### src/rtl/ret_stack_pkg.sv
package ret_stack_pkg;

    // Operation accepted in a cycle, after push-over-pop priority.
    typedef enum logic [1:0] {
        STK_IDLE = 2'd0,
        STK_PUSH = 2'd1,
        STK_POP  = 2'd2
    } stk_op_e;

endpackage

### src/rtl/ret_stack_ctrl.sv
module ret_stack_ctrl
    import ret_stack_pkg::*;
#(
    parameter int DEPTH = 16
) (
    input  logic                     clk,
    input  logic                     rst,
    input  logic                     push_i,
    input  logic                     pop_i,
    output stk_op_e                  op_o,
    output logic [$clog2(DEPTH)-1:0] wr_idx_o,
    output logic [$clog2(DEPTH)-1:0] rd_idx_o,
    output logic                     avail_o
);
    localparam int PW = $clog2(DEPTH);
    localparam logic [PW-1:0] LAST = PW'(DEPTH - 1);

    typedef struct packed {
        logic [PW-1:0] ptr;
        logic          lock;
        logic          avail;
    } ctrl_state_t;

    ctrl_state_t st_d, st_q;
    stk_op_e     op;

    always_comb begin
        if (push_i)     op = STK_PUSH;
        else if (pop_i) op = STK_POP;
        else            op = STK_IDLE;

        st_d = st_q;
        case (op)
            STK_PUSH: begin
                st_d.ptr = st_q.ptr + 1'b1;
                if (st_q.ptr == LAST) st_d.lock = 1'b1;
            end
            STK_POP:  st_d.ptr = st_q.ptr - 1'b1;
            default:  ;
        endcase
        st_d.avail = !st_d.lock && (st_d.ptr != LAST);
    end

    always_ff @(posedge clk) begin
        if (rst) begin
            st_q.ptr   <= '0;
            st_q.lock  <= 1'b0;
            st_q.avail <= 1'b1;
        end else begin
            st_q <= st_d;
        end
    end

    assign op_o     = op;
    assign wr_idx_o = st_q.ptr;
    assign rd_idx_o = st_d.ptr;
    assign avail_o  = st_q.avail;

    // a push moves the pointer one slot forward
    assert_push_advance_R2: assert property (@(posedge clk) disable iff (rst)
        (push_i) |=> (st_q.ptr == PW'($past(st_q.ptr) + 1'b1)));

    // a pop alone moves the pointer one slot back
    assert_pop_retreat_R3: assert property (@(posedge clk) disable iff (rst)
        (pop_i && !push_i) |=> (st_q.ptr == PW'($past(st_q.ptr) - 1'b1)));

    // flag never high while the pointer rests on the last slot
    assert_last_slot_clear_R6: assert property (@(posedge clk) disable iff (rst)
        (st_q.ptr == LAST) |-> !avail_o);

    // once locked, the flag stays low until reset
    assert_lock_sticky_R7: assert property (@(posedge clk) disable iff (rst)
        (st_q.lock) |=> (st_q.lock && !avail_o));

    // a push from the last slot raises the lock
    assert_rollover_locks_R7: assert property (@(posedge clk) disable iff (rst)
        (push_i && st_q.ptr == LAST) |=> st_q.lock);
endmodule

### src/rtl/ret_stack_mem.sv
module ret_stack_mem #(
    parameter int DEPTH = 16,
    parameter int WIDTH = 16
) (
    input  logic                     clk,
    input  logic                     rst,
    input  logic                     wr_en_i,
    input  logic [$clog2(DEPTH)-1:0] wr_idx_i,
    input  logic [WIDTH-1:0]         wr_data_i,
    input  logic [$clog2(DEPTH)-1:0] rd_idx_i,
    output logic [WIDTH-1:0]         rd_data_o
);
    logic [WIDTH-1:0] slot_d [DEPTH];
    logic [WIDTH-1:0] slot_q [DEPTH];

    always_comb begin
        for (int i = 0; i < DEPTH; i++) begin
            slot_d[i] = slot_q[i];
        end
        if (wr_en_i) slot_d[wr_idx_i] = wr_data_i;
    end

    always_ff @(posedge clk) begin
        for (int i = 0; i < DEPTH; i++) begin
            if (rst) slot_q[i] <= '0;
            else     slot_q[i] <= slot_d[i];
        end
    end

    assign rd_data_o = slot_q[rd_idx_i];

    // a written slot holds the pushed data on the next cycle
    assert_slot_written_R2: assert property (@(posedge clk) disable iff (rst)
        (wr_en_i) |=> (slot_q[$past(wr_idx_i)] == $past(wr_data_i)));
endmodule

### src/rtl/ret_stack.sv
module ret_stack
    import ret_stack_pkg::*;
#(
    parameter int DEPTH = 16,
    parameter int WIDTH = 16
) (
    input  logic             clk,
    input  logic             rst,
    input  logic             push_i,
    input  logic             pop_i,
    input  logic [WIDTH-1:0] push_data_i,
    output logic [WIDTH-1:0] ret_addr_o,
    output logic             avail_o
);
    localparam int PW = $clog2(DEPTH);

    stk_op_e          op;
    logic [PW-1:0]    wr_idx;
    logic [PW-1:0]    rd_idx;
    logic [WIDTH-1:0] rd_data;
    logic [WIDTH-1:0] ret_d, ret_q;

    ret_stack_ctrl #(.DEPTH(DEPTH)) ctrl_i (
        .clk      (clk),
        .rst      (rst),
        .push_i   (push_i),
        .pop_i    (pop_i),
        .op_o     (op),
        .wr_idx_o (wr_idx),
        .rd_idx_o (rd_idx),
        .avail_o  (avail_o)
    );

    ret_stack_mem #(.DEPTH(DEPTH), .WIDTH(WIDTH)) mem_i (
        .clk       (clk),
        .rst       (rst),
        .wr_en_i   (op == STK_PUSH),
        .wr_idx_i  (wr_idx),
        .wr_data_i (push_data_i),
        .rd_idx_i  (rd_idx),
        .rd_data_o (rd_data)
    );

    always_comb begin
        ret_d = ret_q;
        if (op == STK_POP) ret_d = rd_data;
    end

    always_ff @(posedge clk) begin
        if (rst) ret_q <= '0;
        else     ret_q <= ret_d;
    end

    assign ret_addr_o = ret_q;

    // the return output only changes on a pop alone
    assert_ret_hold_R4: assert property (@(posedge clk) disable iff (rst)
        (!(pop_i && !push_i)) |=> $stable(ret_addr_o));

    // push and pop together leave the return output alone
    assert_push_wins_R9: assert property (@(posedge clk) disable iff (rst)
        (push_i && pop_i) |=> $stable(ret_addr_o));
endmodule

### config.mk
export PLATFORM = sky130hd
export DESIGN_NAME = ret_stack
export DESIGN_NICKNAME = d
export VERILOG_FILES = /design/src/rtl/ret_stack_pkg.sv /design/src/rtl/ret_stack_ctrl.sv /design/src/rtl/ret_stack_mem.sv /design/src/rtl/ret_stack.sv
export SDC_FILE = /design/constraint.sdc
export NUM_CORES = 1
export LEC_CHECK = 0
export ABC_AREA = 1
export ABC_CLOCK_PERIOD_IN_PS = 2250
export BUFFER_PORTS_ARGS = -buffer_cell sky130_fd_sc_hd__buf_2
export CORE_MARGIN = 5
export CORE_UTILIZATION = 25
export DETAILED_ROUTE_END_ITERATION = 16
export GPL_TIMING_DRIVEN = 0
export SETUP_SLACK_MARGIN = 0.3
export SYNTH_ARGS = -nofsm -noshare
export SYNTH_HDL_FRONTEND = slang
export SYNTH_HIERARCHICAL = 1
export SYNTH_SLANG_ARGS = --single-unit
### constraint.sdc
create_clock -name clk -period 2.25 [get_ports clk]
set_clock_uncertainty 0.1 [all_clocks]
set_input_delay 0.225 -clock clk [delete_from_list [all_inputs] [get_ports clk]]
set_output_delay 0.225 -clock clk [all_outputs]
set_load 0.03 [all_outputs]
Word-level counts from Yosys, hierarchy flattened
Memory sizes are Yosys's and may differ from the RTL's. A register that Yosys moved wholly into a read port is not among the register bits.
Index checks and enable logic that the tools add are counted.
W data, S select, Z words.
- logic and storage cells: 60
- flip-flop bits (word level): 6
- output and inout port bits: 17
- input port bits: 20
- memory bits (read-only): 0
- memory bits (writable): 256
- bits in latches: 0
- memories: 1
- reductions and logical operators: 3
- multiply operators: 0
- add/sub/neg operators: 2
- equality and inequality tests: 4
- bitwise operators: 17
- multiplexer cells: 28
- shift-type cells: 0
- magnitude comparators: 2
- div/mod/pow operators: 0
- memory list (name ; depth ; width ; read ports ; clocked after memory_dff ; wr ports ; line ; text):
    mem_i.slot_q ; 16 ; 16 ; 17 ; 1 ; 16 ; ret_stack_mem.sv:14 ; logic [WIDTH-1:0] slot_q [DEPTH];
- operators with widths (cell ; number):
    $mux W16 ; 17
    $bwmux W256 ; 1
    $mux W256 ; 1
    $demux W16 S4 ; 1
    $or A1 B1 Y1 ; 16
    $pmux W4 S2 ; 1
    $ge A5 B5 Y1 const B ; 1
    $lt A5 B1 Y1 const B ; 1
    $mux W1 ; 5
    $not A4 Y5 ; 1
    $add A4 B1 Y4 const B ; 1
    $eq A4 B4 Y1 const B ; 1
    $mux W2 ; 2
    $ne A4 B4 Y1 const B ; 1
    $sub A4 B1 Y4 const B ; 1
    $eq A2 B1 Y1 const B ; 1
    $eq A2 B2 Y1 const B ; 1
    $logic_and A1 B1 Y1 ; 2
    $logic_not A1 Y1 ; 1

Longest topological paths before layout
- depth in word-level cells: 8
- depth in mapped cells: 22
- depth with buffers taken out: 19

Cells and area by module
The synthesis kept the hierarchy.
- modules (own cells, without submodules) (module ; area an instance (µm²) ; cells an instance ; times used ; sequential area each (µm²)):
    ret_stack_mem ; 12215.5 ; 1906 ; 1 ; 5124.9
    ret_stack ; 703.2 ; 106 ; 1 ; 320.3
    ret_stack_ctrl ; 416.6 ; 60 ; 1 ; 120.1

Worst setup path after synthesis
No wires, ideal clock.
- path kind: input -> register
- from: input port pop_i
- to: register ret_q[10], in the netlist ret_addr_o[10] (read register of mem_i.slot_q)
- cell stages on the path: 22
- library setup time: 113 ps
- required time: 2037 ps
- arrival time: 2208 ps
- slack: -171 ps
- path buffers: 3
- cells stage by stage: inv_1 -> nor2_2 -> xnor2_1 -> inv_1 -> ha_1 -> nor2_1 -> nand2_2 -> nand2_1 -> nand2_1 -> nand2_2 -> inv_1 -> buf_4 -> clkbuf_1 -> inv_1 -> buf_1 -> nand3_1 -> nand3_1 -> nand2_1 -> inv_1 -> nand3_1 -> nand2_1 -> nor2_1
- RTL lines (element ; line ; text):
    start: declaration ; ret_stack.sv:10 ; input logic pop_i,
    end: declaration ; ret_stack.sv:21 ; logic [WIDTH-1:0] ret_d, ret_q;

==> run metrics <==
Cell Area, Placed=0.01444 mm2; initial antenna violation count=0; worst reg-to-reg setup slack=-0.09 ns; worst reg2reg path endpoint=ret_addr_o[10]; vias in the first global route=around 12000; Critical Path, Cell by Cell=buf_4 -> nor2_1 -> nand2_1 -> nand2_1 -> nand3_1 -> nand2_2 -> buf_4 -> clkinvlp_4 -> buf_12 -> nand3_4 -> nand2_2 -> inv_1 -> nand3_1 -> nand2_1 -> nor2_1; Die W=241.0 um; Total Power=13.92 mW; CTS tree=done; crit path capture type=register; Seq. cell area=0.005570 mm2; Iter 0 DRT Violations=1270; Slew headroom=39.29%; Core Region=around 0.053 mm2; endpoints failing setup=15; ANT cells=0; vias per cell=4.664; routed vias=13480; register area share after synthesis=about two fifths; required time worst endpoint=between 2 and 3 ns; CP most frequent cell=nand2_1; yosys warns=6; num ports=37; Lkg Pwr=about 6.5 nW; Synth area leaders=dfxtp_1 (42%), nand2_1 (23%), a21oi_1 (8.4%); crit start category=register; mux cell area share after synthesis=0%; Finished Layout Cells=2890; adder-cell area share of the yosys netlist=less than 1%; max incr delay on CP=0.35 ns; Finished Cell Area=~0.017 mm2; worst vdd ir=about 0.54 mV; Synth Area in XOR/XNOR=0.06568%; TritonCTS Buffers=31; Power Dens Cells=809.5 mW/mm2; largest net degree at the start of global routing=16; run status=finished with violations; Yosys top cell by area=dfxtp_1; first-pass GRT wire length=73630 um; final setup TNS=-0.9161 ns; largest family of logic cells by synthesized area=simple AND/OR/NAND/NOR gates; Reg2Reg Depth=15; row count=84; Clock Tree Buf Depth=3; final core utilization=32.66%; Hold Path Class=in -> reg; Root Buffer Master=clkbuf_16; Routed WL per cell=16.99 um; ys flop type=dfxtp_1; period utilization=103.9%; First-pass DRT Iterations=7; port bufs=20; Final #Nets=2199; CP endpoint=ret_addr_o[10]; gp weighted congestion=approximately 1; Yosys top cell area share=41.73%; GRT overflow=0; clock latency on the worst-skew pair=0.58 ns; maxcap violations=0; clock-pin transition on the worst setup and hold timing paths=around 0.06 ns; CTS H-Tree Depth=1; Reg2Reg Launch Point=ctrl_i/wr_idx_o[1]; layout overhead on the synthesized area=28.95%; FF+latch count, synth=around 280; number of fillers in the final layout=5634; WP data arrival=2.71 ns; Synth Area in Simple Gates=34.60%; setup ws final=-0.08676 ns; effective utilization at floorplan=25.33%; crit path time final=~2.3 ns; clk sinks=278; Final HPWL DP=about 34000 um; Highest Clock Rate=roughly 430 MHz; unrepaired setup endpoints after global routing=true; die area=between 0.05 and 0.06 mm2; critical path fanouts, max=10; cell area after synthesis=0.01334 mm2; Max Transition Viols Final=0; ratio of cells with drive above 1 in the final layout=approximately 18%; Mapped Avg Cell Area=6.436 um2; Worst Tran Pin Value=0.9107 ns; pre-CTS WS=-1.085 ns; hold_ws=0.02348 ns; critical path class=reg -> reg; GRT Total Usage=16.23%; area of the multi-input gates=slightly below 0.007 mm2; DRT Wirelength=49110 um; Die H=roughly 240 um; crit path from=ctrl_i/wr_idx_o[1]; synth unique cells=24; Residual DRC=0; syn nets=2093; number of flops mapped to enable cells by yosys=0; dpl cells=2780; final antenna-violating net count=0; slowest CP cell=dfxtp_4; share of the synthesized area in compound gates (AO/OA/AOI/OAI)=10.71%; Final Hold Viols=0; failing checks=setup timing; synthesized instance count=2072; ys async rst share=0%
==> power breakdown <==
part | internal (mW) | switching, mW
Sequential | 5.03 | 0.0474
Clock | 3.28 | 2.12
Combinational | 1.26 | 2.19
==> cells in the final DEF (no fill, tap or decap), types with 2 or more instances in the layout <==
cell type        n
dfxtp_1        276
clkbuf_8        18
a21oi_2          3
clkbuf_4         6
inv_1          214
a211oi_1        32
clkinv_2         5
nand2_2         20
dlygate4sd3_1   14
o21ai_0          6
nand3_4         29
nand3_1        129
buf_6           21
nor2_4          17
nand3_2         60
clkinvlp_4       2
clkbuf_1        56
nand2_4          4
a21oi_1        225
inv_2           30
buf_1            6
buf_4           46
clkbuf_2         8
buf_12          10
clkbuf_16       35
nand2_1        783
nor2_2           2
buf_16           2
nor2_1          72
buf_2           47
bufinv_16        4
buf_8            9
==> kinds of logic (layout without fill, tap and decap cells) <==
| group | Yosys count | count (layout) |
|---|---|---|
| and+or+nand+nor | 1117 | 1117 |
| buffers and inverters | 408 | 538 |
| DFF | 278 | 278 |
| AOI/OAI and AO/OA | 267 | 267 |
| adders and majority gates | 1 | 1 |
| xor gates and xnor gates | 1 | 1 |
==> how the worst min path moves through the flow <==
stage | start | endpoint | slack (ns) | depth (start not counted)
detailed placement | mem_i/slot_q[7][14] | mem_i/slot_q[7][14] | 0.35 | 2
global placement | ret_addr_o[7] | ret_addr_o[7] | 0.35 | 2
floorplan | rst | ctrl_i/wr_idx_o[1] | 0.19 | 1
finish | pop_i | ctrl_i/wr_idx_o[1] | 0.02 | 5
global route | push_data_i[13] | mem_i/slot_q[14][13] | 0.03 | 3
CTS | push_data_i[13] | mem_i/slot_q[13][13] | 0.004 | 3
==> worst max-delay path, delay by kind of cell (launching register included) <==
kind / cells / cell delay [ns]
buffers and inverters: 5 / 0.96
flip-flops: 1 / 0.35
AND/OR/NAND/NOR: 10 / 0.80
==> final cells by class <==
cell class                 count  area share, %
inverter                     249          5.733
timing repair buffer          74          3.958
tap                          688          5.006
clock inverter                10         0.9095
buffer                       158          7.065
sequential                   278          32.39
multi-input combinational   1386          39.55
clock buffer                  47          5.384
==> synthesized netlist by cell type, types with 3 or more instances <==
master,count
a211oi_1,32
a21oi_1,225
a21oi_2,3
buf_1,18
buf_2,41
buf_4,17
buf_6,8
clkbuf_1,75
dfxtp_1,278
inv_1,230
inv_2,18
nand2_1,801
nand2_2,6
nand3_1,213
nand3_2,5
nor2_1,74
nor2_2,4
nor2_4,13
o21ai_0,6
==> sequential cells by signal, summed over array words and instances (netlist names) <==
signal / cells
ret_addr_o: 16
ctrl_i/st_q: 1
ctrl_i/avail_o: 1
ctrl_i/wr_idx_o: 4
mem_i/slot_q: 256
==> what timing repair did <==
item	in CTS	in global routing
hold buffers	14	0
setup buffers	19	16
endpoints found under the hold margin	59	0
pin swaps	35	19
setup endpoints to repair	174	90
resized for setup	218	59
gates cloned	4	1
==> routing by layer <==
layer / up-vias / track usage (%) / wire length (um)
met1: 6246 / 22.24 / 21140
met3: 128 / 2.411 / 3603
met2: 485 / 25.91 / 21980
li1: 6621 / - / -
met4: 0 / 6.223 / 2382
met5: - / 0 / 0
(Power assumes the default switching activity.)
